===== config.mk =====
export PLATFORM = sky130hd
export DESIGN_NAME = branch_seq
export DESIGN_NICKNAME = d
export VERILOG_FILES = /design/src/rtl/bseq_pkg.sv /design/src/rtl/bseq_datapath.sv /design/src/rtl/bseq_control.sv /design/src/rtl/branch_seq.sv
export SDC_FILE = /design/constraint.sdc
export NUM_CORES = 1
export LEC_CHECK = 0
export BUFFER_PORTS_ARGS = -buffer_cell sky130_fd_sc_hd__buf_2
export CAP_MARGIN = 10
export CORE_ASPECT_RATIO = 2
export CORE_MARGIN = 2
export CORE_UTILIZATION = 55
export CTS_CLUSTER_DIAMETER = 120
export DETAILED_ROUTE_END_ITERATION = 10
export GPL_TIMING_DRIVEN = 0
export PLACE_DENSITY = 0.76
export SKIP_CTS_REPAIR_TIMING = 1
export SLEW_MARGIN = 20
export SYNTH_ARGS = -nofsm -noshare
export SYNTH_HDL_FRONTEND = slang
export SYNTH_HIERARCHICAL = 1
export SYNTH_SLANG_ARGS = --single-unit
export TNS_END_PERCENT = 5

===== constraint.sdc =====
create_clock -name clk -period 3.9 [get_ports clk]
set_input_delay 0.39 -clock clk [delete_from_list [all_inputs] [get_ports clk]]
set_output_delay 0.39 -clock clk [all_outputs]
set_load 0.02 [all_outputs]

===== src/rtl/bseq_pkg.sv =====
package bseq_pkg;

  localparam logic [7:0] OP_SJMP  = 8'h80;
  localparam logic [7:0] OP_LJMP  = 8'h02;
  localparam logic [7:0] OP_LCALL = 8'h12;
  localparam logic [7:0] OP_RET   = 8'h22;
  localparam logic [7:0] OP_JZ    = 8'h60;
  localparam logic [7:0] OP_JNZ   = 8'h70;
  localparam logic [7:0] OP_JC    = 8'h40;
  localparam logic [7:0] OP_JNC   = 8'h50;
  localparam logic [4:0] OP_DJNZ_HI = 5'b11011;

  typedef enum logic [2:0] {
    ST_FETCH, ST_REL, ST_AHI, ST_ALO, ST_PLO, ST_PHI, ST_RHI, ST_RLO
  } seqState_t;

  // strobes from control to datapath
  typedef struct packed {
    logic pcInc;
    logic pcRel;
    logic pcAbs;
    logic pcTgt;
    logic latchHi;
    logic latchLo;
    logic regDec;
    logic pushLo;
    logic pushHi;
    logic popHi;
    logic popLo;
  } ctrl_t;

  function automatic logic isDjnz(input logic [7:0] op);
    return op[7:3] == OP_DJNZ_HI;
  endfunction

  function automatic logic isRel(input logic [7:0] op);
    return (op == OP_SJMP) || (op == OP_JZ) || (op == OP_JNZ) ||
           (op == OP_JC) || (op == OP_JNC) || isDjnz(op);
  endfunction

endpackage


===== src/rtl/bseq_datapath.sv =====
module bseq_datapath
  import bseq_pkg::*;
#(
  parameter int NUM_REGS = 8,
  parameter int STACK_DEPTH = 16,
  parameter logic [7:0] SP_INIT = 8'h07,
  localparam int REG_AW = $clog2(NUM_REGS),
  localparam int STK_AW = $clog2(STACK_DEPTH)
) (
  input  logic              clk,
  input  logic              rstN,
  input  ctrl_t             ctrl,
  input  logic [REG_AW-1:0] regSel,
  input  logic [7:0]        codeByte,
  output logic [15:0]       pc,
  output logic [7:0]        sp,
  output logic              decNonZero
);

  logic [7:0]  stk [STACK_DEPTH];
  logic [7:0]  regs [NUM_REGS];
  logic [7:0]  hiQ, loQ;
  logic [7:0]  spUp;
  logic [15:0] relTarget;
  logic [7:0]  stkTop;

  assign spUp       = sp + 8'd1;
  assign stkTop     = stk[sp[STK_AW-1:0]];
  // pc points at the displacement byte; the target is relative to the byte after it
  assign relTarget  = pc + 16'd1 + {{8{codeByte[7]}}, codeByte};
  assign decNonZero = regs[regSel] != 8'd1;

  always_ff @(posedge clk or negedge rstN) begin
    if (!rstN) begin
      pc <= '0;
    end else if (ctrl.pcInc) begin
      pc <= pc + 16'd1;
    end else if (ctrl.pcRel) begin
      pc <= relTarget;
    end else if (ctrl.pcAbs) begin
      pc <= {hiQ, codeByte};
    end else if (ctrl.pcTgt) begin
      pc <= {hiQ, loQ};
    end else if (ctrl.popLo) begin
      pc <= {hiQ, stkTop};
    end
  end

  always_ff @(posedge clk or negedge rstN) begin
    if (!rstN) begin
      sp <= SP_INIT;
    end else if (ctrl.pushLo || ctrl.pushHi) begin
      sp <= spUp;
    end else if (ctrl.popHi || ctrl.popLo) begin
      sp <= sp - 8'd1;
    end
  end

  always_ff @(posedge clk or negedge rstN) begin
    if (!rstN) begin
      hiQ <= '0;
      loQ <= '0;
    end else begin
      if (ctrl.latchHi)     hiQ <= codeByte;
      else if (ctrl.popHi)  hiQ <= stkTop;
      if (ctrl.latchLo)     loQ <= codeByte;
    end
  end

  always_ff @(posedge clk) begin
    if (ctrl.pushLo)      stk[spUp[STK_AW-1:0]] <= pc[7:0];
    else if (ctrl.pushHi) stk[spUp[STK_AW-1:0]] <= pc[15:8];
  end

  always_ff @(posedge clk or negedge rstN) begin
    if (!rstN) begin
      for (int i = 0; i < NUM_REGS; i++) regs[i] <= '0;
    end else if (ctrl.regDec) begin
      regs[regSel] <= regs[regSel] - 8'd1;
    end
  end

endmodule


===== src/rtl/bseq_control.sv =====
module bseq_control
  import bseq_pkg::*;
#(
  parameter int NUM_REGS = 8,
  localparam int REG_AW = $clog2(NUM_REGS)
) (
  input  logic              clk,
  input  logic              rstN,
  input  logic [7:0]        codeByte,
  input  logic              accZero,
  input  logic              carry,
  input  logic              decNonZero,
  output ctrl_t             ctrl,
  output logic [REG_AW-1:0] regSel,
  output logic              retire
);

  seqState_t state, stateNxt;
  logic [7:0] opQ;
  logic       doRetire;
  logic       taken;

  assign regSel = opQ[REG_AW-1:0];

  always_comb begin
    unique case (1'b1)
      opQ == OP_JZ:  taken = accZero;
      opQ == OP_JNZ: taken = !accZero;
      opQ == OP_JC:  taken = carry;
      opQ == OP_JNC: taken = !carry;
      isDjnz(opQ):   taken = decNonZero;
      default:       taken = 1'b1;
    endcase
  end

  always_comb begin
    ctrl     = '0;
    stateNxt = state;
    doRetire = 1'b0;
    unique case (state)
      ST_FETCH: begin
        ctrl.pcInc = 1'b1;
        if (isRel(codeByte))                               stateNxt = ST_REL;
        else if (codeByte == OP_LJMP || codeByte == OP_LCALL) stateNxt = ST_AHI;
        else if (codeByte == OP_RET)                       stateNxt = ST_RHI;
        else                                               doRetire = 1'b1;
      end
      ST_REL: begin
        ctrl.pcRel  = taken;
        ctrl.pcInc  = !taken;
        ctrl.regDec = isDjnz(opQ);
        doRetire    = 1'b1;
        stateNxt    = ST_FETCH;
      end
      ST_AHI: begin
        ctrl.latchHi = 1'b1;
        ctrl.pcInc   = 1'b1;
        stateNxt     = ST_ALO;
      end
      ST_ALO: begin
        if (opQ == OP_LJMP) begin
          ctrl.pcAbs = 1'b1;
          doRetire   = 1'b1;
          stateNxt   = ST_FETCH;
        end else begin
          ctrl.latchLo = 1'b1;
          ctrl.pcInc   = 1'b1;
          stateNxt     = ST_PLO;
        end
      end
      ST_PLO: begin
        ctrl.pushLo = 1'b1;
        stateNxt    = ST_PHI;
      end
      ST_PHI: begin
        ctrl.pushHi = 1'b1;
        ctrl.pcTgt  = 1'b1;
        doRetire    = 1'b1;
        stateNxt    = ST_FETCH;
      end
      ST_RHI: begin
        ctrl.popHi = 1'b1;
        stateNxt   = ST_RLO;
      end
      ST_RLO: begin
        ctrl.popLo = 1'b1;
        doRetire   = 1'b1;
        stateNxt   = ST_FETCH;
      end
      default: stateNxt = ST_FETCH;
    endcase
  end

  always_ff @(posedge clk or negedge rstN) begin
    if (!rstN) begin
      state  <= ST_FETCH;
      opQ    <= '0;
      retire <= 1'b0;
    end else begin
      state  <= stateNxt;
      retire <= doRetire;
      if (state == ST_FETCH) opQ <= codeByte;
    end
  end

endmodule


===== src/rtl/branch_seq.sv =====
module branch_seq
  import bseq_pkg::*;
#(
  parameter int NUM_REGS = 8,
  parameter int STACK_DEPTH = 16,
  parameter logic [7:0] SP_INIT = 8'h07,
  localparam int REG_AW = $clog2(NUM_REGS)
) (
  input  logic        clk,
  input  logic        rstN,
  input  logic [7:0]  codeData,
  input  logic [7:0]  acc,
  input  logic        carry,
  output logic [15:0] codeAddr,
  output logic        retireValid,
  output logic [15:0] retirePc
);

  ctrl_t             ctrlBus;
  logic [REG_AW-1:0] regSel;
  logic [15:0]       pcVal;
  logic [7:0]        spVal;
  logic              decNonZero;

  bseq_control #(.NUM_REGS(NUM_REGS)) u_ctl (
    .clk(clk), .rstN(rstN), .codeByte(codeData), .accZero(acc == 8'h00),
    .carry(carry), .decNonZero(decNonZero), .ctrl(ctrlBus), .regSel(regSel),
    .retire(retireValid)
  );

  bseq_datapath #(.NUM_REGS(NUM_REGS), .STACK_DEPTH(STACK_DEPTH), .SP_INIT(SP_INIT)) u_dp (
    .clk(clk), .rstN(rstN), .ctrl(ctrlBus), .regSel(regSel), .codeByte(codeData),
    .pc(pcVal), .sp(spVal), .decNonZero(decNonZero)
  );

  assign codeAddr = pcVal;
  assign retirePc = pcVal;

endmodule


# Word level (Yosys, flattened, before mapping)

Memories as Yosys holds them, arrays and structs flattened.
Index checks and enable logic that the tools add are counted.

Memory bits (writable): 128
Logic and storage cells: 111
Register bits after elaboration: 116
Memories: 1
Output and inout port bits: 33
Input port bits: 19

Memory list:

| name     | depth | bits a word | rd ports | clocked after Yosys merged registers in | wr ports | RTL line            | RTL |
|---|---|---|---|---|---|---|---|
| u_dp.stk | 16    | 8           | 1        | 0                                       | 1        | bseq_datapath.sv:20 | `logic [7:0] stk [STACK_DEPTH];` |

Equality and inequality tests: 24
Reductions and logical operators: 19
Add/sub/neg operators: 5
Mux-type cells: 43
$lt $le $gt $ge: 2
Bitwise operators: 2

Operators by type and width:

| cell                                                                | number |
|---|---|
| 16-bit 2-to-1 mux                                                   | 5 |
| 64-bit bitwise mux                                                  | 1 |
| 8-bit by 7-bit == test with 1-bit output (second input constant)    | 8 |
| 8-bit 2-to-1 mux                                                    | 8 |
| 8-bit binary-select mux with 3-bit select                           | 1 |
| 8-bit demux with 3-bit select                                       | 1 |
| 1-bit 2-to-1 mux                                                    | 19 |
| 3-bit case mux with 6 select lines                                  | 1 |
| 16-bit by 1-bit adder with 16-bit output (second input constant)    | 1 |
| 16-bit adder                                                        | 1 |
| 8-bit by 2-bit == test with 1-bit output (second input constant)    | 2 |
| 8-bit by 1-bit subtractor with 8-bit output (second input constant) | 2 |
| 3-bit == test (second input constant)                               | 4 |
| 3-bit 2-to-1 mux                                                    | 4 |
| 5-bit == test (second input constant)                               | 2 |
| 8-bit by 1-bit adder with 8-bit output (second input constant)      | 1 |
| 8-bit by 5-bit == test with 1-bit output (second input constant)    | 1 |
| 8-bit by 6-bit == test with 1-bit output (second input constant)    | 1 |
| 8-bit == test (second input constant)                               | 1 |
| 8-bit logical NOT                                                   | 1 |
| 1-bit logical OR                                                    | 8 |
| 8-bit by 1-bit != test with 1-bit output (second input constant)    | 1 |
| 3-bit by 2-bit == test with 1-bit output (second input constant)    | 2 |
| 1-bit case mux with 3 select lines                                  | 2 |
| 14 further kinds                                                    | 17 |

# Depth between registers and ports, before layout

Depth in word-level cells: 9
Gate-level depth with buffers: 21
Mapped depth without buffers: 15

# Cells and area by module

Netlist, hierarchy kept.

By module, submodules not included:

| module        | sequential area each (um2) | instances | cells each | area each (um2) |
|---|---|---|---|---|
| bseq_datapath | 6449.9                     | 1         | 931        | 11527.3 |
| bseq_control  | 300.3                      | 1         | 79         | 748.2 |
| branch_seq    | 0.0                        | 1         | 19         | 138.9 |

# Least setup slack after synthesis

No wires, ideal clock.

Path kind: register to register
Start: register u_ctl.opQ[0]
End: register u_dp.pc[13]
Arrival: 3818 ps
Slack: -46 ps
Period minus slack after synthesis: 3946 ps
Required time: 3772 ps
Path buffers: 6
Setup time: 128 ps
Stages on the path, launching flop included: 18
Path through: dfrtp_1 -> buf_4 -> buf_2 -> buf_2 -> buf_4 -> mux2_2 -> a221oi_1 -> nand3_1 -> o21ai_0 -> o2111ai_1 -> o21a_1 -> clkbuf_1 -> nor4_1 -> nand2_1 -> clkbuf_1 -> nor2_1 -> a2bb2oi_1 -> o41ai_1

RTL lines:

| item                   | RTL line            | RTL |
|---|---|---|
| start, declared        | bseq_control.sv:19  | `logic [7:0] opQ;` |
| start signal, assigned | bseq_control.sv:102 | `if (state == ST_FETCH) opQ <= codeByte;` |
| end signal, assigned   | bseq_datapath.sv:37 | `pc <= pc + 16'd1;` |
| end signal, assigned   | bseq_datapath.sv:39 | `pc <= relTarget;` |
| end signal, assigned   | bseq_datapath.sv:41 | `pc <= {hiQ, codeByte};` |
| end, declared          | bseq_datapath.sv:15 | `output logic [15:0] pc,` |

# Final worst setup path

Start: register u_ctl.opQ[1]
End: register u_dp.pc[13]

Word-level cells in the longest chain between the ends: 9
Elaborated cells on any way between the ends: 21
Those cells by class: 6 x eq/ne; 12 x mux; 1 x bitwise; 2 x reduce/logical

Ends and longest elaborated chain:

| item                                                                           | RTL line                                | RTL |
|---|---|---|
| 3-bit inverter with 4-bit output (implied by the code) (*)                     | bseq_datapath.sv:31                     | `assign decNonZero = regs[regSel] != 8'd1;` |
| 8-bit binary-select mux with 3-bit select (*)                                  | bseq_datapath.sv:31                     |  |
| 8-bit 2-to-1 mux (implied by the code) (*) (2 in a row)                        | bseq_datapath.sv:31                     |  |
| 8-bit by 1-bit != test with 1-bit output (*)                                   | bseq_datapath.sv:31                     |  |
| via decNonZero                                                                 | branch_seq.sv:23                        | `logic decNonZero;` |
| 1-bit case mux with 5 select lines (*)                                         | bseq_control.sv:26                      | `unique case (1'b1)` |
| 1-bit logical NOT / 1-bit 2-to-1 mux (equally long branches)                   | bseq_control.sv:50, bseq_control.sv:40  |  |
| 1-bit case mux with 3 select lines / 16-bit 2-to-1 mux (equally long branches) | bseq_control.sv:40, bseq_datapath.sv:38 |  |
| 5-bit nonzero test (no line) / 16-bit 2-to-1 mux (equally long branches)       | --                                      |  |
| end signal, assigned                                                           | bseq_datapath.sv:41                     |  |
| end signal, assigned                                                           | bseq_datapath.sv:43                     | `pc <= {hiQ, loQ};` |
| end signal, assigned                                                           | bseq_datapath.sv:45                     | `pc <= {hiQ, stkTop};` |

The timed path passes the listed nets; every way through them passes the cells marked *. The select of a mux whose other input is x is not followed.
A chain may end at the register's enable or synchronous reset.

==> run_results.csv <==
group,metric,value,unit
global_route,antenna_found_initial,0,
setup_path,critPathCaptureType,"register",
drt,avgRoutedWirePerCell,25.4,µm
timing,relSlewSlack,45.5,%
drt,wl,35400,µm
drt,avgViaCountPerCell,6.44,
clocking,cts_max_level,1,
drt,ant_nets,0,
clocking,cts_root_buf,"clkbuf_16",
die,design.die.area,23500,µm²
drt,drt-pass1-iter-count,7,
setup_path,path_class,"register to register",
global_route,grt_pass1_vias,9103,
layout,stdcell_area,13900,µm²
layout,area_growth,14.2,%
clocking,clk_pin_slew,0.07,ns
global_route,grtUsageTotal,30.5,%
timing,finalMaxSlewViolations,0,
die,io_pins,52,
drt,drc,0,
global_route,overflow,0,
yosys,syn_nets,1056,
min_path,hold_path_class,"primary input to register",
power_and_ir_drop,total_power,11300,µW
setup_path,critical_path_required,4.29,ns
global_route,grt_pass1_wl,53000,µm
placement,place_congestion,1.01,
setup_path,crit_path_start_kind,"register",
clocking,worstSkewPairLatency,0.52,ns
timing,finalSetupViolCount,1,
job,drv_cap,0,
timing,min_period_over_period,100,%
clocking,cts_buffer_depth,3,
power_and_ir_drop,powerDensity,809,nW/µm²
drt,num_vias,8964,
setup_path,r2r_setup_slack,-0.005,ns
min_path,holdCritStartpoint,"codeData[0]",
timing,hold_violations,0,
die,rows,77,
global_route,grt_start_max_net_pins,59,
timing,finalCriticalPeriod,3.91,ns
timing,tns,-0.00502,ns
setup_path,r2r-start,"u_ctl/opQ[1]",
die,die_x,109,µm
yosys,avgSynthCellArea,12.1,µm²
placement,postPlaceCellArea,12900,µm²
layout,fin_nets,1148,
setup_path,ff2ff_path_depth,18,
die,start_util,55.6,%
timing,timing.fmax,0.256,GHz
yosys,yosysWarnings,6,
setup_path,cp.arrival,4.29,ns
layout,nFillCells,1699,
power_and_ir_drop,ir_drop,0.000608,V
clocking,cts_tree,"built",
yosys,syn_area,12200,µm²
die,fp.dieH,215,µm
clocking,cts_sinks,240,
timing,rsz0062_at_grt,"true",
status,status,"finished, violations left",
power_and_ir_drop,leakagePower,0.00531,µW
timing,worst_pin_slew,0.814,ns
placement,dpl.hpwl,25400,µm
layout,diodes,0,
setup_path,cp_max_fo,10,
yosys,netlist_instances,1009,
timing,finClkSkew,0.0143,ns
clocking,numCtsBuffers,23,
layout,layout-drive-gt1-share,24.5,%
status,violations,"negative setup slack",
timing,layout_setup_ws,-0.00502,ns
min_path,holdPathEnd,"u_dp/hiQ[0]",
die,fp.coreArea,22000,µm²
placement,io_buffers,51,
drt,drtIter0Drc,786,
setup_path,reg2reg_to,"u_dp/pc[13]",
min_path,whs_path_depth,3,
timing,holdWs,0.203,ns
## report_power, final
group          internal [µW]  leakage [µW]  switching, µW
registers               3240       0.00259            430
clock network           1240      0.000345            945
logic                   2100       0.00237           3310
## worst max-delay path: stages, from the launching register on
cell and delay, ns:
dfrtp_1 0.41, buf_4 0.15, buf_12 0.15, buf_12 0.15
mux2_4 0.33, a221oi_2 0.24, o22a_2 0.30, nand4_4 0.14
nor2_2 0.13, nand3_2 0.11, o21ai_2 0.19, o2111ai_4 0.17
buf_4 0.20, o21a_2 0.25, nor2_1 0.20, a211oi_1 0.08
a211oi_1 0.24, a2bb2oi_1 0.20, o41ai_1 0.11
## worst max path at each step
| stage | from | end | slack (ns) | depth (start not counted) |
|---|---|---|---|---|
| 3_5_place_dp | u_ctl/opQ[0] | u_dp/pc[8] | -1.38 | 19 |
| 5_1_grt | u_ctl/opQ[0] | u_dp/pc[14] | -0.08 | 18 |
| 4_1_cts | u_ctl/opQ[0] | u_dp/pc[8] | -1.43 | 19 |
| 3_3_place_gp | u_ctl/opQ[0] | u_dp/pc[13] | -1.37 | 19 |
| 6_report | u_ctl/opQ[1] | u_dp/pc[13] | -0.005 | 18 |
| 2_1_floorplan | u_ctl/opQ[0] | u_dp/pc[13] | 0.1 | 17 |
## layout make-up
type	count	area [µm²]	share of cell area, %
plain buffers	71	452	3.24
clock buffers	29	608	4.36
clock inverters	11	118	0.844
inverters	18	75.1	0.539
multi-input cells	676	5240	37.6
flip-flops and latches	240	6650	47.7
well taps	276	345	2.48
repair buffers	71	447	3.21
## state kept, by name, summed over array words and instances, names as in the netlist
register      cells
u_ctl/state       3
u_dp/pc          16
u_dp/loQ          8
u_dp/sp           4
u_dp/regs        64
u_dp/hiQ          8
u_ctl/retire      1
u_ctl/opQ         8
u_dp/stk        128
## cells in the final DEF (no fill, tap or decap), types with 6 or more instances in the layout
cell,count
xnor2_1,17
a221oi_1,9
a21oi_1,35
a21o_1,6
buf_6,6
dfrtp_1,109
edfxtp_1,128
nand3_1,23
nor3_1,11
nor2_1,61
nand4_1,7
inv_1,16
o211ai_1,6
mux2_2,27
nor2b_1,11
buf_4,40
clkbuf_16,23
buf_2,59
o21ai_0,87
xor2_1,20
mux2i_1,17
mux4_2,39
o31ai_2,8
nand2_1,115
clkbuf_1,28
ha_1,26
nor2_2,6
or4_1,10
a211oi_1,12
## stage by stage
step / worst slack, ns / util, % / instances
after detailed placement: -1.38 / 58.5 / 1338
after global placement: -1.37 / 58.3 / 1336
after global routing: -0.0842 / 63.4 / 1392
final: -0.00502 / 63.4 / 1392
after floorplan: 0.0960 / - / 1009
after CTS: -1.43 / 61.8 / 1378
## metal layers
layer | track usage (%) | wire (µm)
met2 | 54.1 | 19100
met3 | 5.20 | 1790
met1 | 29.4 | 10900
met4 | 25.4 | 3640
met5 | 0 | 0
(Power assumes the default switching activity.)
